**src/rtl/wdog_pkg.sv**
```systemverilog
package wdog_pkg;

    localparam int SEL_W    = 3;
    localparam int REG_W    = 8;
    localparam int EN_BIT   = 7;
    localparam int CLR_BIT  = 6;
    localparam int IDLE_BIT = 5;

    typedef struct packed {
        logic             en;
        logic             kick;
        logic             idle_run;
        logic [SEL_W-1:0] sel;
    } wdog_ctrl_t;

    function automatic logic [REG_W-1:0] ctrl_to_byte(wdog_ctrl_t c);
        logic [REG_W-1:0] b;
        b           = '0;
        b[EN_BIT]   = c.en;
        b[CLR_BIT]  = c.kick;
        b[IDLE_BIT] = c.idle_run;
        b[SEL_W-1:0] = c.sel;
        return b;
    endfunction

endpackage

```
**src/rtl/wdog_ctrl_reg.sv**
```systemverilog
module wdog_ctrl_reg
    import wdog_pkg::*;
#(
    parameter int              ADDR_W    = 8,
    parameter logic [ADDR_W-1:0] CTRL_ADDR = 8'h8F
) (
    input  logic              clk_i,
    input  logic              rst_i,
    input  logic              wr_en_i,
    input  logic [ADDR_W-1:0] wr_addr_i,
    input  logic [REG_W-1:0]  wr_data_i,
    input  logic              clr_act_i,
    output wdog_ctrl_t        ctrl_o
);

    typedef struct packed {
        wdog_ctrl_t ctrl;
    } state_t;

    state_t s_d, s_q;
    logic   hit;
    logic   unused_bits;

    assign hit         = wr_en_i && (wr_addr_i == CTRL_ADDR);
    assign unused_bits = ^wr_data_i[IDLE_BIT-1:SEL_W];

    always_comb begin
        s_d = s_q;
        if (clr_act_i) begin
            s_d.ctrl.kick = 1'b0;
        end
        if (hit) begin
            s_d.ctrl.en       = wr_data_i[EN_BIT];
            s_d.ctrl.kick     = wr_data_i[CLR_BIT];
            s_d.ctrl.idle_run = wr_data_i[IDLE_BIT];
            s_d.ctrl.sel      = wr_data_i[SEL_W-1:0];
        end
    end

    always_ff @(posedge clk_i) begin
        if (rst_i) begin
            s_q <= '0;
        end else begin
            s_q <= s_d;
        end
    end

    assign ctrl_o = s_q.ctrl;

endmodule

```
**src/rtl/wdog_osc_div.sv**
```systemverilog
module wdog_osc_div #(
    parameter int DIV = 12
) (
    input  logic clk_i,
    input  logic rst_i,
    input  logic run_i,
    input  logic restart_i,
    output logic tick_o
);

    localparam int DIV_W = (DIV > 1) ? $clog2(DIV) : 1;
    localparam logic [DIV_W-1:0] LAST = DIV_W'(DIV - 1);

    typedef struct packed {
        logic [DIV_W-1:0] cnt;
    } state_t;

    state_t s_d, s_q;
    logic   at_last;

    assign at_last = (s_q.cnt == LAST);

    always_comb begin
        s_d    = s_q;
        tick_o = 1'b0;
        if (restart_i) begin
            s_d.cnt = '0;
        end else if (run_i) begin
            if (at_last) begin
                s_d.cnt = '0;
                tick_o  = 1'b1;
            end else begin
                s_d.cnt = s_q.cnt + 1'b1;
            end
        end
    end

    always_ff @(posedge clk_i) begin
        if (rst_i) begin
            s_q <= '0;
        end else begin
            s_q <= s_d;
        end
    end

endmodule

```
**src/rtl/wdog_prescaler.sv**
```systemverilog
module wdog_prescaler #(
    parameter int SEL_W = 3
) (
    input  logic             clk_i,
    input  logic             rst_i,
    input  logic             tick_i,
    input  logic             restart_i,
    input  logic [SEL_W-1:0] sel_i,
    output logic             tick_o
);

    localparam int PRE_W = 1 << SEL_W;

    typedef struct packed {
        logic [PRE_W-1:0] cnt;
    } state_t;

    state_t           s_d, s_q;
    logic [PRE_W-1:0] mask;
    logic             at_limit;

    // bit i of the mask is set when i <= select, so the divisor is 2^(select+1)
    always_comb begin
        for (int i = 0; i < PRE_W; i++) begin
            mask[i] = (i <= int'(sel_i));
        end
    end

    assign at_limit = ((s_q.cnt & mask) == mask);

    always_comb begin
        s_d    = s_q;
        tick_o = 1'b0;
        if (restart_i) begin
            s_d.cnt = '0;
        end else if (tick_i) begin
            if (at_limit) begin
                s_d.cnt = '0;
                tick_o  = 1'b1;
            end else begin
                s_d.cnt = s_q.cnt + 1'b1;
            end
        end
    end

    always_ff @(posedge clk_i) begin
        if (rst_i) begin
            s_q <= '0;
        end else begin
            s_q <= s_d;
        end
    end

endmodule

```
**src/rtl/wdog_timer.sv**
```systemverilog
module wdog_timer #(
    parameter int TIMER_W = 14
) (
    input  logic clk_i,
    input  logic rst_i,
    input  logic tick_i,
    input  logic restart_i,
    output logic ovf_o
);

    typedef struct packed {
        logic [TIMER_W-1:0] cnt;
    } state_t;

    state_t s_d, s_q;

    always_comb begin
        s_d   = s_q;
        ovf_o = 1'b0;
        if (restart_i) begin
            s_d.cnt = '0;
        end else if (tick_i) begin
            s_d.cnt = s_q.cnt + 1'b1;
            ovf_o   = &s_q.cnt;
        end
    end

    always_ff @(posedge clk_i) begin
        if (rst_i) begin
            s_q <= '0;
        end else begin
            s_q <= s_d;
        end
    end

endmodule

```
**src/rtl/wdog_prescaled.sv**
```systemverilog
module wdog_prescaled
    import wdog_pkg::*;
#(
    parameter int                OSC_DIV   = 12,
    parameter int                TIMER_W   = 14,
    parameter int                ADDR_W    = 8,
    parameter logic [ADDR_W-1:0] CTRL_ADDR = 8'h8F
) (
    input  logic              clk_i,
    input  logic              rst_i,
    input  logic              idle_i,
    input  logic              instr_stb_i,
    input  logic              wr_en_i,
    input  logic [ADDR_W-1:0] wr_addr_i,
    input  logic [REG_W-1:0]  wr_data_i,
    output logic [REG_W-1:0]  ctrl_rdata_o,
    output logic              wdt_reset_o,
    output logic              timeout_o
);

    typedef struct packed {
        logic pulse;
        logic flag;
    } state_t;

    state_t     s_d, s_q;
    wdog_ctrl_t ctrl;
    logic       run;
    logic       clr_act;
    logic       div_tick;
    logic       pre_tick;
    logic       ovf;

    wdog_ctrl_reg #(
        .ADDR_W    (ADDR_W),
        .CTRL_ADDR (CTRL_ADDR)
    ) i_ctrl (
        .clk_i     (clk_i),
        .rst_i     (rst_i),
        .wr_en_i   (wr_en_i),
        .wr_addr_i (wr_addr_i),
        .wr_data_i (wr_data_i),
        .clr_act_i (clr_act),
        .ctrl_o    (ctrl)
    );

    // a pending clear acts on the next instruction strobe; counting needs enable and no blocking idle
    assign clr_act = instr_stb_i && ctrl.kick;
    assign run     = ctrl.en && (!idle_i || ctrl.idle_run);

    wdog_osc_div #(
        .DIV       (OSC_DIV)
    ) i_div (
        .clk_i     (clk_i),
        .rst_i     (rst_i),
        .run_i     (run),
        .restart_i (clr_act),
        .tick_o    (div_tick)
    );

    wdog_prescaler #(
        .SEL_W     (SEL_W)
    ) i_pre (
        .clk_i     (clk_i),
        .rst_i     (rst_i),
        .tick_i    (div_tick),
        .restart_i (clr_act),
        .sel_i     (ctrl.sel),
        .tick_o    (pre_tick)
    );

    wdog_timer #(
        .TIMER_W   (TIMER_W)
    ) i_tmr (
        .clk_i     (clk_i),
        .rst_i     (rst_i),
        .tick_i    (pre_tick),
        .restart_i (clr_act),
        .ovf_o     (ovf)
    );

    always_comb begin
        s_d       = s_q;
        s_d.pulse = ovf;
        if (clr_act) begin
            s_d.flag = 1'b0;
        end else if (ovf) begin
            s_d.flag = 1'b1;
        end
    end

    always_ff @(posedge clk_i) begin
        if (rst_i) begin
            s_q <= '0;
        end else begin
            s_q <= s_d;
        end
    end

    assign ctrl_rdata_o = ctrl_to_byte(ctrl);
    assign wdt_reset_o  = s_q.pulse;
    assign timeout_o    = s_q.flag;

endmodule

```
**config.mk**
```make
export PLATFORM = sky130hd
export DESIGN_NAME = wdog_prescaled
export DESIGN_NICKNAME = d
export VERILOG_FILES = /design/src/rtl/wdog_pkg.sv /design/src/rtl/wdog_ctrl_reg.sv /design/src/rtl/wdog_osc_div.sv /design/src/rtl/wdog_prescaler.sv /design/src/rtl/wdog_timer.sv /design/src/rtl/wdog_prescaled.sv
export SDC_FILE = /design/constraint.sdc
export NUM_CORES = 1
export LEC_CHECK = 0
export BUFFER_PORTS_ARGS = -buffer_cell sky130_fd_sc_hd__buf_2
export CORE_ASPECT_RATIO = 1.2
export CORE_MARGIN = 2
export CORE_UTILIZATION = 35
export DETAILED_ROUTE_END_ITERATION = 8
export GPL_TIMING_DRIVEN = 0
export PLACE_DENSITY = 0.61
export SYNTH_ARGS = -nofsm -noshare
export SYNTH_HDL_FRONTEND = slang
export SYNTH_SLANG_ARGS = --single-unit
```
**constraint.sdc**
```tcl
create_clock -name clk_i -period 2.55 [get_ports clk_i]
set_clock_uncertainty 0.2 [all_clocks]
set_input_delay 0.51 -clock clk_i [delete_from_list [all_inputs] [get_ports clk_i]]
set_output_delay 0.51 -clock clk_i [all_outputs]
set_load 0.02 [all_outputs]
```
==> flow_summary.json, run 1 <==
{
  "clkTransAtPathRegs_ps": 70,
  "cp-start-kind": "flip-flop",
  "num_rows": 27,
  "clock-root-buffer": "clkbuf_8",
  "peakVddDrop_v": 0.000367,
  "die_width_um": 66.0,
  "ys_seq_area_share_pct": 42.2,
  "r2r_start": "i_div.s_q[0]",
  "cp.required_ps": 2570,
  "dp.cells": 271,
  "setup_slack_ps": 158,
  "report.final.slew_viol_count": 0,
  "fp.coreArea_mm2": 0.00453,
  "dr.pass1.iters": 4,
  "cts_tree": "built",
  "drive_gt1_share_pct": 20.2,
  "syn_avg_cell_area_um2": 8.63,
  "grt_setup_unrepaired": "false",
  "gp_congestion": 0.779,
  "finalSetupTns_ps": 0,
  "antenna_found_initial": 0,
  "drv_cap": 0,
  "postCtsHoldBufs": 0,
  "yosysUniqueCellTypes": 39,
  "portBuffers": 25,
  "fin_area_mm2": 0.00194,
  "final_common_cell": "dfxtp_1",
  "cp.depth": 6,
  "startpoint": "i_div.s_q[0]",
  "status": "finished clean",
  "total_power_w": 0.000978,
  "drc": 0,
  "grt_usage_pct": 14.9,
  "clkSinkCount": 34,
  "synthCells": 187,
  "min_path_cells": 3,
  "yosys_warnings": 0,
  "maxSlewHeadroom_pct": 33.9,
  "die_h_um": 78.4,
  "p_seq_share_pct": 54.3,
  "p_switching_w": 0.000214,
  "combPwrFrac_pct": 3.7,
  "numCtsBuffers": 5,
  "viasPerCell": 5.17,
  "crit_top_cell": "or4_1",
  "drt-initial-drc-count": 63,
  "end_kind": "flip-flop",
  "finalCritPeriodShare_pct": 93.8,
  "synth-seq-cells": 34,
  "p_int_w": 0.000764,
  "grt_busiest_layer": "met2",
  "grt_use_met2_pct": 26.6,
  "hold_violations": 0,
  "place_ws_ps": -87.6,
  "max_stage_delay_ps": 620,
  "hold_path_class": "in -> reg",
  "dr_total_vias": 1452,
  "grt_remaining_overflow": 0,
  "start_util_pct": 35.7,
  "cp_num_buf_inv": 0,
  "p_leak_nw": 0.750,
  "crit_type": "reg -> reg",
  "swShare_pct": 21.9,
  "drt-total-wl_mm": 3.53,
  "path_delay_family": "simple AND/OR/NAND/NOR gates",
  "syn_area_mm2": 0.00161,
  "final_cells": 281,
  "n_antenna_cell": 0,
  "htreeDepth": 2,
  "syn_to_final_growth_pct": 20.5,
  "clock_latency_ps": 290,
  "worst_r2r_path_depth": 6,
  "gr-usage-met1_pct": 16.4,
  "min_period_ps": 2390,
  "first_global_vias": 1374,
  "ant_nets": 0,
  "holdCritStartpoint": "wr_data_i[5]",
  "hpwl_mm": 2.54,
  "mostFrequentLayoutCells": "32 x dfxtp_1, 25 x buf_2, 21 x nor2_1",
  "die_area_mm2": 0.00517,
  "worstPathMaxFanout": 6,
  "top_level_ports": 31,
  "critPathArrivalTime_ps": 2410,
  "clock_path_buffers": 2,
  "tightest_slew_ps": 984,
  "wl_per_cell_um": 12.6,
  "met3_usage_pct": 4.30,
  "clock.fmax_mhz": 418,
  "power_density_mw_per_mm2": 503,
  "nets": 246,
  "grt_pass1_wl_mm": 6.04,
  "finalSetupViolations": 0,
  "path_cells": "ha_1, and3b_2, nand4_4, or4_1, or4_1, a21oi_1",
  "clockPowerShare_pct": 42.0,
  "grt_max_degree": 11,
  "post_dp_cell_area_mm2": 0.00182,
  "crit_slowest_cell": "or4_1"
}
==> timing repair <==
| action | 4_1_cts | 5_1_grt |
|---|---|---|
| cloned | 0 | 0 |
| gates resized for setup | 1 | 7 |
| pin swaps | 0 | 2 |
| setup buffers | 0 | 2 |
| endpoints found under the setup margin | 1 | 4 |
==> metal layers <==
layer | wire (um) | part of all wire (%)
met4 | 52 | 1.5
met5 | 0 | 0
met2 | 1780 | 50
met1 | 1540 | 44
met3 | 159 | 4.5
==> final timing paths <==
| path | endpoint | slack [ps] |
|---|---|---|
| max | i_tmr.s_q[6] | 160 |
| min | i_ctrl.ctrl_o[3] | 260 |
| max reg2reg | i_tmr.s_q[6] | 160 |
| min reg2reg | timeout_o | 260 |
==> sequential cells by signal (all words and copies together) (netlist names) <==
register       count
i_pre.s_q          8
i_ctrl.ctrl_o      6
wdt_reset_o        1
i_div.s_q          4
i_tmr.s_q         14
timeout_o          1
==> kinds of logic (layout without fill, tap and decap cells) <==
family	count (synthesis)	in the layout	synth area share (%)
AOI/OAI and AO/OA	38	38	15.3
and+or+nand+nor	85	85	27.4
adders and majority gates	3	3	2.33
other	1	2	0.232
DFF	34	34	42.2
xor gates and xnor gates	8	8	4.34
muxes	9	9	5.58
buffers and inverters	9	44	2.63
==> cell usage after synthesis <==
cell type	n	area share [%]
conb_1	1	0.23
nand2_1	17	4.0
nand4_2	1	0.78
clkbuf_1	5	1.2
o31a_1	1	0.54
nor3_1	4	1.2
o21ai_1	1	0.31
a21o_1	1	0.47
ha_1	3	2.3
dfxtp_1	34	42
nor4b_1	1	0.54
nand4_1	2	0.78
or4_1	8	3.7
and3_1	3	1.2
a21boi_1	1	0.47
o31ai_1	9	4.2
nand3_1	14	4.3
o21ai_0	3	0.93
and3b_1	1	0.54
buf_4	2	0.93
a21boi_0	3	1.4
nor4_1	1	0.39
a31oi_1	3	1.2
a41o_1	2	1.2
and2_1	1	0.39
o311ai_0	1	0.54
or3b_2	1	0.54
and3_2	1	0.47
mux2i_1	9	5.6
xnor2_1	4	2.2
or3_2	1	0.47
a21oi_1	13	4.0
nor2_1	21	4.9
xor2_1	4	2.2
or3_1	1	0.39
nand2b_1	6	2.3
inv_1	1	0.23
buf_2	1	0.31
and4_1	1	0.54
==> stage by stage <==
step	hold WS [ps]	util, %
6_report	257	43.0
5_1_grt	269	43.0
2_1_floorplan	228	-
3_3_place_gp	245	40.1
3_5_place_dp	256	40.1
4_1_cts	251	42.3
==> layout make-up <==
| cell class | instances | area (um^2) |
|---|---|---|
| Tap cell | 58 | 72.6 |
| Clock inverter | 1 | 5.00 |
| Fill cell | 485 | 2580 |
| Timing Repair Buffer | 27 | 140 |
| Sequential cell | 34 | 683 |
| Inverter | 1 | 3.75 |
| Clock buffer | 7 | 86.3 |
| Multi-Input combinational cell | 145 | 908 |
| Buffer | 8 | 45.0 |
==> tightest hold or removal path: cells and delay by family <==
family | cells | cell delay (ps)
and+or+nand+nor | 1 | 70
buffers and inverters | 1 | 70
muxes | 1 | 50
==> power by group through the flow <==
stage	combinational [W]	clock (W)	sequential [W]
after CTS	0.0000366	0.000421	0.000531
after global routing	0.0000409	0.000442	0.000531
after global placement	0.0000360	0	0.000543
after detailed placement	0.0000362	0	0.000543
final	0.0000365	0.000410	0.000531
after floorplan	0.0000180	0	0.000543
Note: power is estimated with default switching activity, not from simulation.
==> run 2, diff against run 1 <==
--- a/config.mk
+++ b/config.mk
@@ -5,13 +5,15 @@
 export SDC_FILE = /design/constraint.sdc
 export NUM_CORES = 1
 export LEC_CHECK = 0
+export ABC_CLOCK_PERIOD_IN_PS = 2550
 export BUFFER_PORTS_ARGS = -buffer_cell sky130_fd_sc_hd__buf_2
 export CORE_ASPECT_RATIO = 1.2
 export CORE_MARGIN = 2
-export CORE_UTILIZATION = 35
+export CORE_UTILIZATION = 54
 export DETAILED_ROUTE_END_ITERATION = 8
 export GPL_TIMING_DRIVEN = 0
-export PLACE_DENSITY = 0.61
+export PLACE_DENSITY = 0.84
+export SKIP_CTS_REPAIR_TIMING = 1
 export SYNTH_ARGS = -nofsm -noshare
 export SYNTH_HDL_FRONTEND = slang
 export SYNTH_SLANG_ARGS = --single-unit
==> flow_summary.json, run 2 (same netlist as run 1, synthesis figures left out) <==
{
  "portBuffers": 25,
  "clock_path_buffers": 2,
  "finalSetupViolations": 0,
  "post_dp_cell_area_mm2": 0.00179,
  "path_delay_family": "simple AND/OR/NAND/NOR gates",
  "clock-root-buffer": "clkbuf_4",
  "die_h_um": 63.9,
  "first_global_vias": 1394,
  "clkTransAtPathRegs_ps": 110,
  "report.final.slew_viol_count": 0,
  "dr_total_vias": 1477,
  "tightest_slew_ps": 1080,
  "clock.fmax_mhz": 405,
  "worstPathMaxFanout": 10,
  "hold_path_class": "in -> reg",
  "cp-start-kind": "flip-flop",
  "fin_hold_ws_ps": 202,
  "status": "finished clean",
  "min_path_cells": 3,
  "syn_to_final_growth_pct": 15.7,
  "setup_slack_ps": 82.8,
  "r2r_start": "i_div.s_q[0]",
  "die_width_um": 53.9,
  "grt_pass1_wl_mm": 5.80,
  "max_stage_delay_ps": 540,
  "fp.coreArea_mm2": 0.00281,
  "drv_cap": 0,
  "numCtsBuffers": 5,
  "num_rows": 21,
  "p_leak_nw": 0.727,
  "mostFrequentLayoutCells": "32 x dfxtp_1, 25 x buf_2, 21 x nor2_1",
  "start_util_pct": 57.4,
  "largest_reg_flops": 14,
  "cp.required_ps": 2640,
  "drt-initial-drc-count": 42,
  "hold_violations": 0,
  "fin_area_mm2": 0.00187,
  "htreeDepth": 2,
  "drive_gt1_share_pct": 19.9,
  "n_antenna_cell": 0,
  "gp_congestion": 0.794,
  "grt_max_degree": 11,
  "holdCritStartpoint": "wr_data_i[6]",
  "clock_latency_ps": 350,
  "final_common_cell": "dfxtp_1",
  "antenna_found_initial": 0,
  "grt_usage_pct": 22.6,
  "drc": 0,
  "top_level_ports": 31,
  "grt_remaining_overflow": 0,
  "startpoint": "i_div.s_q[0]",
  "crit_slowest_cell": "or4_1",
  "wl_per_cell_um": 12.9,
  "worst_r2r_path_depth": 7,
  "fin_util_pct": 66.4,
  "maxSlewHeadroom_pct": 27.5,
  "viasPerCell": 5.79,
  "crit_type": "reg -> reg",
  "ant_nets": 0,
  "cts_tree": "built",
  "critPathArrivalTime_ps": 2560,
  "finalCritPeriodShare_pct": 96.8,
  "die_area_mm2": 0.00344,
  "clkSinkCount": 34,
  "nets": 244,
  "grt_setup_unrepaired": "true",
  "place_ws_ps": -80.5,
  "dr.pass1.iters": 4,
  "peakVddDrop_v": 0.000422,
  "path_cells": "ha_1, and3b_2, nand4_4, or4_1, buf_4, or4_4, a21oi_2",
  "hpwl_mm": 2.40,
  "drt-total-wl_mm": 3.29,
  "end_kind": "flip-flop",
  "top_register": "i_tmr.s_q",
  "min_period_ps": 2470,
  "cp_num_buf_inv": 1,
  "power_density_mw_per_mm2": 475,
  "cp.depth": 7
}
run 2: layout make-up:
type | instances | area [um^2]
Multi-Input combinational cell | 145 | 912
Sequential cell | 34 | 683
Clock inverter | 1 | 5.00
Inverter | 1 | 3.75
Buffer | 8 | 41.3
Clock buffer | 7 | 55.1
Tap cell | 34 | 42.5
Fill cell | 241 | 943
Timing Repair Buffer | 25 | 125
run 2: per-stage QoR:
step | total power (W) | cells | setup TNS, ps
detailed placement | 0.000579 | 247 | -139
global placement | 0.000579 | 247 | -64.4
floorplan | 0.000561 | 188 | 0
finish | 0.000887 | 255 | 0
global route | 0.000919 | 255 | -5.14
CTS | 0.000894 | 255 | -35.1
run 2: worst paths after layout:
path / end / slack [ps]
worst max-delay path: i_tmr.s_q[11] / 80
worst min register to register: timeout_o / 260
worst max register to register: i_tmr.s_q[11] / 80
worst min-delay path: i_ctrl.ctrl_o[4] / 200
run 2: worst min-delay path, delay by kind of cell:
kind,cells,cell delay (ps)
buffers and inverters,1,90
AND/OR/NAND/NOR,1,50
AO/OA/AOI/OAI,1,50
run 2: routing by layer:
| layer | GRT usage [%] | vias up | wire length, um |
|---|---|---|---|
| li1 | - | 752 | - |
| met1 | 27.1 | 693 | 1480 |
| met2 | 37.7 | 24 | 1630 |
| met3 | 4.91 | 8 | 107 |
| met4 | 9.62 | 0 | 72 |
| met5 | 0 | - | 0 |
run 2: power by group:
part	internal (W)	total, W	leakage (nW)	switching (W)
logic	0.0000152	0.0000366	0.417	0.0000214
clock network	0.000134	0.000320	0.0353	0.000186
registers	0.000531	0.000531	0.275	0.000000161
total	0.000679	0.000887	0.727	0.000208
==> run 3, diff against run 2 <==
--- a/config.mk
+++ b/config.mk
@@ -13,6 +13,7 @@
 export DETAILED_ROUTE_END_ITERATION = 8
 export GPL_TIMING_DRIVEN = 0
 export PLACE_DENSITY = 0.84
+export REMOVE_ABC_BUFFERS = 1
 export SKIP_CTS_REPAIR_TIMING = 1
 export SYNTH_ARGS = -nofsm -noshare
 export SYNTH_HDL_FRONTEND = slang
==> flow_summary.json, run 3 (same netlist as run 1, synthesis figures left out) <==
{
  "status": "finished clean",
  "swShare_pct": 24.1,
  "peakVddDrop_v": 0.000461,
  "p_leak_nw": 0.710,
  "grt_max_degree": 19,
  "fin_area_mm2": 0.00183,
  "max_stage_delay_ps": 580,
  "grt_pass1_wl_mm": 5.87,
  "final_cells": 248,
  "hold_path_class": "in -> reg",
  "clkTransAtPathRegs_ps": 110,
  "largest_reg_flops": 14,
  "cts_tree": "built",
  "hpwl_mm": 2.30,
  "die_h_um": 63.9,
  "ant_nets": 0,
  "seq_area_um2": 682,
  "path_cells": "ha_1, and3b_1, nand4_4, or4_4, or4_1, a21oi_1",
  "drc": 0,
  "r2r-end": "i_tmr.s_q[6]",
  "grt_usage_pct": 22.7,
  "post_dp_cell_area_mm2": 0.00175,
  "mostFrequentLayoutCells": "33 x dfxtp_1, 26 x buf_2, 21 x nor2_1",
  "top_level_ports": 31,
  "n_antenna_cell": 0,
  "htreeDepth": 2,
  "die_area_mm2": 0.00344,
  "dr_total_vias": 1449,
  "min_path_cells": 3,
  "drt-total-wl_mm": 3.30,
  "worstPathMaxFanout": 7,
  "report.final.slew_viol_count": 0,
  "crit_slowest_cell": "or4_4",
  "worst_r2r_path_depth": 6,
  "tightest_slew_ps": 1050,
  "top_register": "i_tmr.s_q",
  "fillers": 239,
  "cp-start-kind": "flip-flop",
  "reg2reg_slack_ps": 130,
  "dr.pass1.iters": 4,
  "finalCritPeriodShare_pct": 94.9,
  "multi_input_area_um2": 911,
  "min_period_ps": 2420,
  "fin_util_pct": 65.2,
  "min_to": "i_ctrl.ctrl_o[0]",
  "syn_to_final_growth_pct": 13.6,
  "final_common_cell": "dfxtp_1",
  "holdCritStartpoint": "wr_data_i[0]",
  "gp_congestion": 0.801,
  "drive_gt1_share_pct": 19.2,
  "clock.fmax_mhz": 413,
  "viasPerCell": 5.84,
  "first_global_vias": 1403,
  "p_seq_share_pct": 59.6,
  "fp.coreArea_mm2": 0.00281,
  "critPathArrivalTime_ps": 2490,
  "clkSinkCount": 34,
  "power_density_mw_per_mm2": 486,
  "maxSlewHeadroom_pct": 29.2,
  "wl_per_cell_um": 13.3,
  "numCtsBuffers": 5,
  "die_width_um": 53.9,
  "drt-initial-drc-count": 26,
  "finalSetupTns_ps": 0,
  "clock-root-buffer": "clkbuf_4",
  "grt_setup_unrepaired": "false",
  "cp.required_ps": 2620,
  "dp.cells": 240,
  "finalSetupViolations": 0,
  "p_int_w": 0.000676,
  "drv_cap": 0,
  "antenna_found_initial": 0,
  "p_switching_w": 0.000215,
  "combPwrFrac_pct": 3.7,
  "portBuffers": 26,
  "nets": 237,
  "clockPowerShare_pct": 36.7,
  "start_util_pct": 57.4,
  "num_rows": 21,
  "clock_path_buffers": 2,
  "end_kind": "flip-flop",
  "grt_remaining_overflow": 0,
  "clock_latency_ps": 350,
  "crit_type": "reg -> reg",
  "hold_violations": 0,
  "r2r_start": "i_div.s_q[1]"
}
-- run 3: changes by cell type in the layout (fill, tap and decap cells not counted), sizes merged --
cell	previous run	this run
clkbuf	12	6
buf	28	26
clkinvlp	0	1
-- run 3: layer usage --
metal / vias to the layer above / GRT usage, % / share of wire, % / wire length [um]
met5: - / 0 / 0 / 0
met2: 41 / 37.0 / 46 / 1530
met3: 4 / 6.31 / 5.4 / 179
li1: 735 / - / - / -
met4: 0 / 9.29 / 1.9 / 63
met1: 669 / 27.1 / 46 / 1520
-- run 3: cell type report --
type	count	area share, %
clock inverters	2	0.683
multi-input cells	145	49.7
clock buffers	6	2.80
repair buffers	26	7.10
inverters	1	0.205
flip-flops and latches	34	37.2
well taps	34	2.32
-- run 3: power groups by stage --
stage	registers, W	logic, W	clock network (W)
after floorplan	0.000543	0.0000132	0
after global placement	0.000543	0.0000325	0
after detailed placement	0.000543	0.0000328	0
after CTS	0.000531	0.0000328	0.000329
after global routing	0.000531	0.0000368	0.000351
final	0.000531	0.0000332	0.000327
-- run 3: worst max path at each step --
stage | start | end | slack, ps
final | i_div.s_q[1] | i_tmr.s_q[6] | 130
after global routing | i_div.s_q[1] | i_tmr.s_q[12] | 3
after CTS | i_div.s_q[0] | i_tmr.s_q[11] | -80
after detailed placement | instr_stb_i | i_tmr.s_q[11] | -160
after global placement | instr_stb_i | i_tmr.s_q[11] | -110
after floorplan | i_div.s_q[0] | i_tmr.s_q[11] | 170
-- run 3: metrics by stage --
step           hold WS, ps  worst slack, ps  power, W
6_report               187              131  0.000891
5_1_grt                197             2.91  0.000919
4_1_cts                187            -77.5  0.000893
2_1_floorplan          228              169  0.000556
3_3_place_gp           232             -106  0.000576
3_5_place_dp           234             -159  0.000576
-- run 3: critical path: cells and delay by family (launching register included) --
kind / cells / cell delay, ps
AOI/OAI and AO/OA: 1 / 160
adders and majority gates: 1 / 180
DFF: 1 / 370
and+or+nand+nor: 4 / 1450
